`src/rtl/cache_pkg.sv`:
```
// Shared constants and types for the write-back cache.
// Assumes four words per line, so the word offset is always two bits.
package cache_pkg;
    localparam int WORDS_PER_LINE = 4;
    localparam int OFFSET_W       = 2;

    typedef enum logic {
        LOWER_READ  = 1'b0,
        LOWER_WRITE = 1'b1
    } lower_op_e;
endpackage

```
`src/rtl/cache_owner_arb.sv`:
```
// First-come owner lock. When idle, the lowest-indexed presenting port is
// selected and latched as owner. The lock is held until release_i.
// Assumes release_i is only raised in a cycle where the owner presents.
module cache_owner_arb #(
    parameter int NREQ  = 2,
    parameter int SEL_W = 1
) (
    input  logic             clk,
    input  logic             rst_n,
    input  logic [NREQ-1:0]  req_valid,
    input  logic             release_i,
    output logic [SEL_W-1:0] sel_idx,
    output logic             sel_valid
);
    logic             busy_q;
    logic [SEL_W-1:0] own_q;
    logic [SEL_W-1:0] first_idx;

    // Lowest-indexed presenting port, used only while idle.
    always_comb begin
        first_idx = '0;
        for (int i = NREQ - 1; i >= 0; i--) begin
            if (req_valid[i]) first_idx = SEL_W'(i);
        end
    end

    // Current owner: the latched port when busy, otherwise the new claimant.
    always_comb begin
        sel_idx   = busy_q ? own_q : first_idx;
        sel_valid = req_valid[sel_idx];
    end

    // Take the lock on first presentation and drop it on completion.
    always_ff @(posedge clk) begin
        if (!rst_n) begin
            busy_q <= 1'b0;
            own_q  <= '0;
        end else if (release_i) begin
            busy_q <= 1'b0;
        end else if (!busy_q && sel_valid) begin
            busy_q <= 1'b1;
            own_q  <= first_idx;
        end
    end


    owner_hold_chk: assert property (@(posedge clk) disable iff (!rst_n)
        (busy_q && !release_i) |=> (busy_q && own_q == $past(own_q)));


    owner_release_chk: assert property (@(posedge clk) disable iff (!rst_n)
        release_i |=> !busy_q);
endmodule

```
`src/rtl/cache_tag_store.sv`:
```
// Per-line tag, valid and dirty metadata for a direct-mapped array.
// After reset lines are invalid with all-ones tags and clean. Fill, clean
// and dirty updates arrive from separate controllers and never collide.
module cache_tag_store #(
    parameter int IDX_W = 2,
    parameter int TAG_W = 4
) (
    input  logic             clk,
    input  logic             rst_n,
    input  logic [IDX_W-1:0] idx,
    input  logic [TAG_W-1:0] tag,
    input  logic             fill_en,
    input  logic             clean_en,
    input  logic             dirty_en,
    output logic             hit,
    output logic             victim_dirty,
    output logic [TAG_W-1:0] victim_tag
);
    localparam int LINES = 1 << IDX_W;

    logic [LINES-1:0] valid_q;
    logic [LINES-1:0] dirty_q;
    logic [TAG_W-1:0] tag_q [LINES];

    // Lookup of the addressed line.
    always_comb begin
        hit          = valid_q[idx] && (tag_q[idx] == tag);
        victim_dirty = dirty_q[idx];
        victim_tag   = tag_q[idx];
    end

    // Metadata updates from refill, writeback and write completion.
    always_ff @(posedge clk) begin
        if (!rst_n) begin
            valid_q <= '0;
            dirty_q <= '0;
            for (int i = 0; i < LINES; i++) tag_q[i] <= '1;
        end else begin
            if (fill_en) begin
                valid_q[idx] <= 1'b1;
                tag_q[idx]   <= tag;
                dirty_q[idx] <= 1'b0;
            end
            if (clean_en) dirty_q[idx] <= 1'b0;
            if (dirty_en) dirty_q[idx] <= 1'b1;
        end
    end


    fill_lands_chk: assert property (@(posedge clk) disable iff (!rst_n)
        fill_en |=> (valid_q[$past(idx)] && tag_q[$past(idx)] == $past(tag)));


    wb_clean_chk: assert property (@(posedge clk) disable iff (!rst_n)
        clean_en |=> !dirty_q[$past(idx)]);


    dirty_needs_valid_chk: assert property (@(posedge clk) disable iff (!rst_n)
        (dirty_q & ~valid_q) == '0);
endmodule

```
`src/rtl/cache_line_store.sv`:
```
// Data array of the cache, one line of four words per index.
// Fill, line write and word write are mutually exclusive in a cycle.
module cache_line_store #(
    parameter int IDX_W  = 2,
    parameter int WORD_W = 32,
    parameter int LINE_W = 128
) (
    input  logic                         clk,
    input  logic                         rst_n,
    input  logic [IDX_W-1:0]             idx,
    input  logic [cache_pkg::OFFSET_W-1:0] off,
    input  logic                         wr_word_en,
    input  logic                         wr_line_en,
    input  logic                         fill_en,
    input  logic [WORD_W-1:0]            wword,
    input  logic [LINE_W-1:0]            wline,
    input  logic [LINE_W-1:0]            fill_line,
    output logic [LINE_W-1:0]            cur_line,
    output logic [WORD_W-1:0]            cur_word
);
    localparam int LINES = 1 << IDX_W;

    logic [LINE_W-1:0] data_q [LINES];

    // Read of the addressed line and word.
    always_comb begin
        cur_line = data_q[idx];
        cur_word = cur_line[int'(off) * WORD_W +: WORD_W];
    end

    // Line refill, line write or single-word write.
    always_ff @(posedge clk) begin
        if (!rst_n) begin
            for (int i = 0; i < LINES; i++) data_q[i] <= '0;
        end else if (fill_en) begin
            data_q[idx] <= fill_line;
        end else if (wr_line_en) begin
            data_q[idx] <= wline;
        end else if (wr_word_en) begin
            data_q[idx][int'(off) * WORD_W +: WORD_W] <= wword;
        end
    end


    fill_excl_chk: assert property (@(posedge clk) disable iff (!rst_n)
        fill_en |-> !(wr_word_en || wr_line_en));


    word_write_chk: assert property (@(posedge clk) disable iff (!rst_n)
        (wr_word_en && !wr_line_en && !fill_en) |=>
            data_q[$past(idx)][int'($past(off)) * WORD_W +: WORD_W] == $past(wword));
endmodule

```
`src/rtl/cache_miss_ctrl.sv`:
```
// Miss sequencing toward the lower level. The phase comes from the victim's
// dirty mark: dirty means writeback of the victim, clean means refill of the
// missing line. Completion of either step is taken from low_done.
// Purely combinational; state lives in the tag store.
module cache_miss_ctrl #(
    parameter int AW       = 8,
    parameter int IDX_W    = 2,
    parameter int TAG_W    = 4,
    parameter int LINE_W   = 128,
    parameter int IDW      = 2,
    parameter int CACHE_ID = 3
) (
    input  logic              present,
    input  logic              hit,
    input  logic              victim_dirty,
    input  logic [TAG_W-1:0]  victim_tag,
    input  logic [IDX_W-1:0]  idx,
    input  logic [TAG_W-1:0]  tag,
    input  logic [LINE_W-1:0] victim_line,
    input  logic              low_done,
    output logic              low_req,
    output logic [IDW-1:0]    low_id,
    output logic              low_write,
    output logic [AW-1:0]     low_addr,
    output logic [LINE_W-1:0] low_wline,
    output logic              fill_en,
    output logic              clean_en
);
    import cache_pkg::*;

    lower_op_e op;

    // Choose writeback or refill and build the lower request.
    always_comb begin
        low_req   = present && !hit;
        op        = victim_dirty ? LOWER_WRITE : LOWER_READ;
        low_write = (op == LOWER_WRITE);
        low_id    = IDW'(CACHE_ID);
        low_wline = victim_line;
        if (op == LOWER_WRITE) low_addr = {victim_tag, idx, {OFFSET_W{1'b0}}};
        else                   low_addr = {tag, idx, {OFFSET_W{1'b0}}};
        fill_en   = low_req && low_done && (op == LOWER_READ);
        clean_en  = low_req && low_done && (op == LOWER_WRITE);
    end
endmodule

```
`src/rtl/cache_hit_timer.sv`:
```
// Hit-latency countdown. It moves only in cycles where the owner presents
// to a resident line. done is raised when it is zero, and it then reloads.
module cache_hit_timer #(
    parameter int HIT_DELAY = 2,
    parameter int CNT_W     = 2
) (
    input  logic clk,
    input  logic rst_n,
    input  logic present_hit,
    output logic done
);
    logic [CNT_W-1:0] cnt_q;

    // Completion when the countdown has run out.
    assign done = present_hit && (cnt_q == '0);

    // Decrement on each resident presentation, reload on completion.
    always_ff @(posedge clk) begin
        if (!rst_n) begin
            cnt_q <= CNT_W'(HIT_DELAY);
        end else if (present_hit) begin
            cnt_q <= (cnt_q == '0) ? CNT_W'(HIT_DELAY) : cnt_q - 1'b1;
        end
    end


    frozen_cnt_chk: assert property (@(posedge clk) disable iff (!rst_n)
        !present_hit |=> $stable(cnt_q));


    reload_chk: assert property (@(posedge clk) disable iff (!rst_n)
        done |=> cnt_q == CNT_W'(HIT_DELAY));
endmodule

```
`src/rtl/cache_wb_top.sv`:
```
// Direct-mapped write-back cache with an owner lock over NREQ ports and a
// lower-level line port. Word addressed, four words per line. Assumes the
// lower level holds low_done low unless low_req is high.
module cache_wb_top #(
    parameter int AW        = 8,
    parameter int IDX_W     = 2,
    parameter int WORD_W    = 32,
    parameter int NREQ      = 2,
    parameter int IDW       = 2,
    parameter int CACHE_ID  = 3,
    parameter int HIT_DELAY = 2
) (
    input  logic                                  clk,
    input  logic                                  rst_n,
    input  logic [NREQ-1:0]                       req_valid,
    input  logic [NREQ-1:0]                       req_write,
    input  logic [NREQ-1:0]                       req_line,
    input  logic [NREQ-1:0][AW-1:0]               req_addr,
    input  logic [NREQ-1:0][WORD_W-1:0]           req_wword,
    input  logic [NREQ-1:0][4*WORD_W-1:0]         req_wline,
    output logic [NREQ-1:0]                       req_done,
    output logic [WORD_W-1:0]                     rd_word,
    output logic [4*WORD_W-1:0]                   rd_line,
    output logic                                  low_req,
    output logic [IDW-1:0]                        low_id,
    output logic                                  low_write,
    output logic [AW-1:0]                         low_addr,
    output logic [4*WORD_W-1:0]                   low_wline,
    input  logic                                  low_done,
    input  logic [4*WORD_W-1:0]                   low_rline
);
    import cache_pkg::*;

    localparam int LINE_W = WORDS_PER_LINE * WORD_W;
    localparam int TAG_W  = AW - IDX_W - OFFSET_W;
    localparam int SEL_W  = (NREQ > 1) ? $clog2(NREQ) : 1;
    localparam int CNT_W  = $clog2(HIT_DELAY + 2);

    logic [SEL_W-1:0]    sel_idx;
    logic                sel_valid;
    logic [AW-1:0]       cur_addr;
    logic [TAG_W-1:0]    cur_tag;
    logic [IDX_W-1:0]    cur_idx;
    logic [OFFSET_W-1:0] cur_off;
    logic                hit;
    logic                victim_dirty;
    logic [TAG_W-1:0]    victim_tag;
    logic                fill_en;
    logic                clean_en;
    logic                hit_done;
    logic                wr_word_en;
    logic                wr_line_en;
    logic [LINE_W-1:0]   cur_line;

    // Owner selection and address split of the owner's request.
    always_comb begin
        cur_addr = req_addr[sel_idx];
        cur_off  = cur_addr[OFFSET_W-1:0];
        cur_idx  = cur_addr[OFFSET_W +: IDX_W];
        cur_tag  = cur_addr[AW-1 -: TAG_W];
    end

    cache_owner_arb #(.NREQ(NREQ), .SEL_W(SEL_W)) u_arb (
        .clk       (clk),
        .rst_n     (rst_n),
        .req_valid (req_valid),
        .release_i (hit_done),
        .sel_idx   (sel_idx),
        .sel_valid (sel_valid)
    );

    cache_tag_store #(.IDX_W(IDX_W), .TAG_W(TAG_W)) u_tags (
        .clk          (clk),
        .rst_n        (rst_n),
        .idx          (cur_idx),
        .tag          (cur_tag),
        .fill_en      (fill_en),
        .clean_en     (clean_en),
        .dirty_en     (wr_word_en || wr_line_en),
        .hit          (hit),
        .victim_dirty (victim_dirty),
        .victim_tag   (victim_tag)
    );

    cache_miss_ctrl #(
        .AW(AW), .IDX_W(IDX_W), .TAG_W(TAG_W), .LINE_W(LINE_W),
        .IDW(IDW), .CACHE_ID(CACHE_ID)
    ) u_miss (
        .present      (sel_valid),
        .hit          (hit),
        .victim_dirty (victim_dirty),
        .victim_tag   (victim_tag),
        .idx          (cur_idx),
        .tag          (cur_tag),
        .victim_line  (cur_line),
        .low_done     (low_done),
        .low_req      (low_req),
        .low_id       (low_id),
        .low_write    (low_write),
        .low_addr     (low_addr),
        .low_wline    (low_wline),
        .fill_en      (fill_en),
        .clean_en     (clean_en)
    );

    cache_hit_timer #(.HIT_DELAY(HIT_DELAY), .CNT_W(CNT_W)) u_timer (
        .clk         (clk),
        .rst_n       (rst_n),
        .present_hit (sel_valid && hit),
        .done        (hit_done)
    );

    // Write enables at completion of the owner's request.
    always_comb begin
        wr_word_en = hit_done && req_write[sel_idx] && !req_line[sel_idx];
        wr_line_en = hit_done && req_write[sel_idx] &&  req_line[sel_idx];
    end

    cache_line_store #(.IDX_W(IDX_W), .WORD_W(WORD_W), .LINE_W(LINE_W)) u_data (
        .clk        (clk),
        .rst_n      (rst_n),
        .idx        (cur_idx),
        .off        (cur_off),
        .wr_word_en (wr_word_en),
        .wr_line_en (wr_line_en),
        .fill_en    (fill_en),
        .wword      (req_wword[sel_idx]),
        .wline      (req_wline[sel_idx]),
        .fill_line  (low_rline),
        .cur_line   (cur_line),
        .cur_word   (rd_word)
    );

    assign rd_line = cur_line;

    // Done strobe to the owning port only.
    always_comb begin
        req_done = '0;
        if (hit_done) req_done[sel_idx] = 1'b1;
    end


    single_done_chk: assert property (@(posedge clk) disable iff (!rst_n)
        $onehot0(req_done));


    done_to_presenter_chk: assert property (@(posedge clk) disable iff (!rst_n)
        (req_done & ~req_valid) == '0);


    no_done_in_miss_chk: assert property (@(posedge clk) disable iff (!rst_n)
        low_req |-> (req_done == '0));


    wb_other_tag_chk: assert property (@(posedge clk) disable iff (!rst_n)
        (low_req && low_write) |-> (low_addr[AW-1 -: TAG_W] != cur_tag));


    idle_quiet_chk: assert property (@(posedge clk) disable iff (!rst_n)
        (req_valid == '0) |-> (!low_req && req_done == '0));
endmodule

```
`config.mk`:
```
export PLATFORM = sky130hd
export DESIGN_NAME = cache_wb_top
export DESIGN_NICKNAME = d
export VERILOG_FILES = /design/src/rtl/cache_pkg.sv /design/src/rtl/cache_owner_arb.sv /design/src/rtl/cache_tag_store.sv /design/src/rtl/cache_line_store.sv /design/src/rtl/cache_miss_ctrl.sv /design/src/rtl/cache_hit_timer.sv /design/src/rtl/cache_wb_top.sv
export SDC_FILE = /design/constraint.sdc
export NUM_CORES = 1
export LEC_CHECK = 0
export ABC_AREA = 1
export CAP_MARGIN = 25
export CORE_MARGIN = 4
export CORE_UTILIZATION = 30
export DETAILED_ROUTE_END_ITERATION = 12
export SLEW_MARGIN = 10
export SYNTH_ARGS = -nofsm -noshare
export SYNTH_HDL_FRONTEND = slang
export SYNTH_SLANG_ARGS = --single-unit
```
`constraint.sdc`:
```
create_clock -name clk -period 8.3 [get_ports clk]
set_input_delay 1.66 -clock clk [delete_from_list [all_inputs] [get_ports clk]]
set_output_delay 1.66 -clock clk [all_outputs]
set_load 0.02 [all_outputs]
```
# ---- After elaboration in Yosys (flattened, before gate mapping)
# Memory sizes are Yosys's and may differ from the RTL's.
# Cells that the tools add are included.
# Widths: inputs -> output; s select.
dict set report totals {
  ff_bits 12
  latchBits 0
  mem_bits_rw 528
  romBits 0
  in_bits 473
  output_inout_bits 302
  word_cells 356
  n_memories 2
}
# memory depth width read_ports rd_ports_with_merged_regs write_ports line
set memory_table {}
lappend memory_table {u_data.data_q 4 128 1 0 4 cache_line_store.sv:23} ;# logic [LINE_W-1:0] data_q [LINES];
lappend memory_table {u_tags.tag_q 4 4 1 0 4 cache_tag_store.sv:23} ;# logic [TAG_W-1:0] tag_q [LINES];
dict set report op_classes {
  add_sub_neg 2
  mul 0
  n_div 0
  magnitude_cmp 4
  eq_ne 1
  shifts 3
  muxes 180
  bitwise 137
  n_reduce_logical 22
}
# cell n
set ops {}
lappend ops {{$mux 128} 6}
lappend ops {{$mux 1} 155}
lappend ops {{$or 1x1->1} 129}
lappend ops {{$reduce_or 128->1} 1}
lappend ops {{$shift 32x33->128 const A} 1}
lappend ops {{$shiftx 128x8->32} 1}
lappend ops {{$shiftx 32x33->128} 1}
lappend ops {{$mux 32} 2}
lappend ops {{$neg 7->33} 1}
lappend ops {{$mux 4} 6}
lappend ops {{$mux 8} 3}
lappend ops {{$logic_and 1x1->1} 13}
lappend ops {{$and 4x4->4} 2}
lappend ops {{$mux 2} 4}
lappend ops {{$or 4x4->4} 2}
lappend ops {{$bmux 1 s2} 2}
lappend ops {{$eq 4x4->1} 1}
lappend ops {{$not 4->4} 1}
lappend ops {{$reduce_or 4->1} 1}
lappend ops {{$logic_not 1->1} 3}
lappend ops {{$lt 2x3->1 const B} 1}
lappend ops {{$not 1->1} 3}
lappend ops {{$demux 1 s2} 1}
lappend ops {{$ge 2x1->1 const B} 1}
lappend ops {{other kinds (8)} 8}

# ---- Longest topological paths before layout
# Gate-level depths: netlist of run 1.
dict set report depth {
  depth_word 20
  ltp_mapped 24
  ltp_nobuf 21
}

# ---- Modules after synthesis
# A second synthesis of run 1 with hierarchy kept.
dict set report hier_totals {
  cells_unflattened 4236
  area_unflattened_um2 32303.5
}
# mod n_inst cells_each area_each_um2 seq_area_each_um2
set modules_own_cells {}
lappend modules_own_cells {cache_line_store 1 3328 27630.2 15374.7}
lappend modules_own_cells {cache_wb_top 1 561 2148.3 0.0}
lappend modules_own_cells {cache_tag_store 1 152 1177.4 640.6}
lappend modules_own_cells {cache_miss_ctrl 1 156 1096.1 0.0}
lappend modules_own_cells {cache_owner_arb 1 21 132.6 40.0}
lappend modules_own_cells {cache_hit_timer 1 18 118.9 40.0}

# ---- Least setup slack after synthesis of run 1
# OpenSTA, ideal clock, no wires.
dict set report synth_path {
  path_kind {input-to-reg}
  startpoint {in req_valid[0]}
  endpoint {mem u_data.data_q[3][32], enable pin}
  setup_ns 0.466
  t_arrival_ns 6.228
  t_required_ns 7.834
  setup_slack_ns 1.606
  cell_stages 15
  path_buffers 5
  path_cell_list {nor2_2 > nand2_4 > nand2_4 > buf_2 > clkbuf_1 > o21ai_0 > inv_1 > buf_2 > clkbuf_1 > clkbuf_1 > ha_1 > inv_1 > nor2_2 > nor2_4 > o21ai_0}
}
# item line
set synth_rtl {}
lappend synth_rtl {{from (decl)} cache_wb_top.sv:15} ;# input logic [NREQ-1:0] req_valid,
lappend synth_rtl {{to (decl)} cache_line_store.sv:23}

# ---- Worst setup path after layout of run 1
dict set report layout_path {
  startpoint {in req_valid[0]}
  endpoint {out rd_word[13]}
}
dict set report layout_via {
  elab_chain_cells 6
}
# item line
set layout_lines {}
lappend layout_lines {{$mux 1 (*)} cache_owner_arb.sv:23} ;# if (req_valid[i]) first_idx = SEL_W'(i);
lappend layout_lines {{$mux 1 (*)} cache_owner_arb.sv:29} ;# sel_idx = busy_q ? own_q : first_idx;
lappend layout_lines {{$mux 8 (not written as such) (*) (2 in a row)} cache_wb_top.sv:57} ;# cur_addr = req_addr[sel_idx];
lappend layout_lines {{$mem_v2 4x128} --}
lappend layout_lines {{$shiftx 128x8->32 (*)} cache_line_store.sv:28} ;# cur_word = cur_line[int'(off) * WORD_W +: WORD_W];
lappend layout_lines {{to (decl)} cache_wb_top.sv:22} ;# output logic [WORD_W-1:0] rd_word,
# Mark *: on every way between the ends. The rest lies on a longest branch, timed or not. The select of a mux whose other input is x is not followed.

==> metrics, run 1 <==
H-tree depth 2; Placed Cells 5,240; CTS Buf Count 60; top cells by area, synth edfxtp_1, nand2_1, nor2_1; Slew headroom 0.272; CP Launch Type input pin; max_cap viols 0; dominant cell type by area after synthesis edfxtp_1; Switching Power 2.75 mW; worst vdd ir 0.000175 V; Max Buffers Root-to-Sink 3; GP Congestion 0.900; Worst Hold Class reg2reg; non-filler cells in the finished layout 5,355; r2r endpoint u_data.data_q[2][22]$_SDFFCE_PN0P_; cts hold-fix bufs 0; Final ANT Viol Nets 0; CTS tree yes; Worst Hold Launch u_tags.valid_q[1]$_SDFFE_PN0N_; Crit Path Max Fanout 41; Slew Limit Fails 0; number of buffers added on ports 770; critical path endpoint category output port; Row Count 115; initial core utilization 0.302; arrival time worst endpoint 5.91 ns; Synth Cell Area 29,700 um^2; fill cell count 9,879; CORE AREA 98,300 um^2; die area 104,000 um^2; initial antenna violation count 9; Yosys cell types 41; worst hold path cell count 2; 1st-iter DRT viols 3,495; number of I/O pins 775; Worst-Skew Late Latency 0.66 ns; PwrDens 203 nW/um^2; mux cell area share after synthesis 0.00303; critical path startpoint req_valid[0]; CP required 6.64 ns; post-DP HPWL 121,000 um; clock root cell clkbuf_16; Clock transition at path regs 0.06 ns; main combinational cell family by area after synthesis simple AND/OR/NAND/NOR gates; Post-Synth Adder-Cell Area 0.00295; GRT Total Usage 0.295; status finished clean; XOR/XNOR Fraction of Synth Area 0; Die Ht 323 um; Die Wd 323 um; RSZ-0062 raised after global routing no; CP peak stage delay 0.84 ns; pre-CTS WS 0.928 ns; Comb pwr share 0.297; Reg-to-Reg Start u_arb.busy_q$_SDFFE_PP0P_; critical path's top delay family compound AO/OA/AOI/OAI gates; share of layout cells above drive strength 1 0.0763; f_max 132 MHz; first-pass GRT wire length 216,000 um; Sink Count 540; drt drc 0; DR pass1 iterations 6; CP cell instances clkdlybuf4s50_1 > nor2_2 > nand2_4 > nand2_8 > o21ai_2 > nor2_4 > buf_12 > buf_4 > a22oi_1 > nand2_1 > o21ai_0 > o22ai_1 > buf_12; via density per instance 5.38; area taken by multi-input logic gates 11,100 um^2; simple-gate share of the synthesized area 0.229; vias in the first global route 27,300; Post-CTS Setup Bufs 0; complex-gate fraction of the synthesized area 0.134; WS Path Type in2out; sequential share of power 0.388; Sum Neg Setup Slack 0 ns; Slowest-stage cell, CP o21ai_0; drt total wl 161,000 um; cell count after synthesis 3,456; switch share 0.335; routed via count 28,800; yosys synthesis warning count 0; design area 40,300 um^2; Buf/Inv on CP 4; grt total ovfl 0; Synth top area share 0.533; hold endpoint u_tags.valid_q[1]$_SDFFE_PN0N_; worst setup margin 0.727 ns; Layout Nets 4,495; Worst Tran Pin Value 1.08 ns; DP Area 38,400 um^2; Syn Area/Cell 8.60 um^2; sequential cell area 16,100 um^2; clock power share 0.316; leak pwr 16.1 nW; drt wl/cell 30.1 um; Layout area overhead 35.7%; Final Hold Fails 0; synthesized flop and latch total 540; Tcrit/Tclk final 0.912; Final Power 8.20 mW; final setup violating endpoints 0; largest net degree at the start of global routing 144; Resize count post-CTS 0; CP dominant cell by count buf_12; internal power 5.45 mW; Worst R2R Path Depth 20; Max Clock Skew 0.0580 ns; Reg2Reg Setup Slack 3.26 ns; min Tclk post-route 7.57 ns; sequential share of the synthesized area 0.542
[cell families after synthesis]
kind of cell / after synthesis
AO/OA/AOI/OAI: 649
buffers and inverters: 520
flip-flops: 540
AND/OR/NAND/NOR: 1729
multiplexers: 9
other: 2
adder cells (fa/ha/maj): 7
[cell usage after synthesis (all sizes together)]
library cell,instances
a21oi,114
a221oi,32
a22o,30
a22oi,156
buf,233
clkbuf,141
clkinv,1
conb,2
dfxtp,12
edfxtp,528
ha,7
inv,145
mux2i,9
nand2,982
nand3,94
nand3b,4
nand4,13
nor2,623
nor3,10
nor4,1
o211ai,1
o21a,3
o21ai,278
o22ai,32
o311ai,1
o31ai,2
or2,2
[registers in the layout, indices dropped and copies added (netlist names)]
signal,flops
u_timer.cnt_q,2
u_tags.valid_q,4
u_tags.dirty_q,4
u_tags.tag_q,16
u_arb.busy_q,1
u_arb.own_q,1
u_data.data_q,512
[per-stage QoR]
step | utilization | hold slack, ns
2_1_floorplan | - | 0.423
3_3_place_gp | 0.391 | 0.434
3_5_place_dp | 0.391 | 0.438
4_1_cts | 0.410 | 0.450
5_1_grt | 0.410 | 0.482
6_report | 0.410 | 0.455
[placed cells by master (no fill, tap or decap), drive strengths merged, types with 13 or more instances in the layout]
| master | Yosys | routed |
|---|---|---|
| a221oi | 32 | 32 |
| buf | 233 | 152 |
| a21oi | 114 | 114 |
| nand3 | 94 | 94 |
| inv | 145 | 145 |
| nor2 | 623 | 623 |
| a22o | 30 | 30 |
| a22oi | 156 | 156 |
| o22ai | 32 | 32 |
| edfxtp | 528 | 528 |
| clkbuf | 141 | 72 |
| nand2 | 982 | 982 |
| clkdlybuf4s50 | 0 | 717 |
| nand4 | 13 | 13 |
| o21ai | 278 | 278 |
| clkinv | 1 | 30 |
[worst max-delay path by stage]
stage / end / slack [ns] / cells past startpoint
2_1_floorplan: u_data.data_q[3][32]$_DFFE_PP_ / 1.61 / 15
3_3_place_gp: rd_word[30] / 0.91 / 14
3_5_place_dp: rd_word[30] / 0.93 / 14
4_1_cts: rd_word[30] / 0.92 / 14
5_1_grt: rd_word[12] / 0.71 / 14
6_report: rd_word[13] / 0.73 / 13
[worst min-delay path, stage by stage (launching register included)]
cell	delay [ns]
dfxtp_1	0.32
nand2_1	0.05
nand2_1	0.04
[final cells by class]
class	instances	share of cell area
inverters	146	0.0139
clock inverters	38	0.00863
flip-flops and latches	540	0.399
well taps	1287	0.0399
multi-input cells	2398	0.275
repair buffers	869	0.224
diodes	5	0.000310
clock buffers	72	0.0384
[layer usage]
| metal | GRT usage | vias up | share of wire |
|---|---|---|---|
| met2 | 0.478 | 1858 | 0.46 |
| met4 | 0.0976 | 8 | 0.036 |
| met1 | 0.388 | 14100 | 0.40 |
| li1 | - | 12700 | - |
| met3 | 0.0734 | 225 | 0.11 |
| met5 | 0 | - | 0.00032 |
[power groups by stage]
stage / logic [mW] / clock network, mW / registers [mW]
3_3_place_gp: 2.42 / 0 / 3.23
2_1_floorplan: 1.06 / 0 / 3.23
4_1_cts: 2.43 / 2.61 / 3.18
3_5_place_dp: 2.42 / 0 / 3.24
6_report: 2.43 / 2.59 / 3.18
5_1_grt: 2.53 / 2.72 / 3.19
Note: power is estimated with default switching activity, not from simulation.
==> inputs of run 2 (changes only) <==
SETUP_SLACK_MARGIN = 0.05   (was not set)
==> results of run 2 <==
Same layout as run 1: the final DEF is identical, and so are final timing and power.
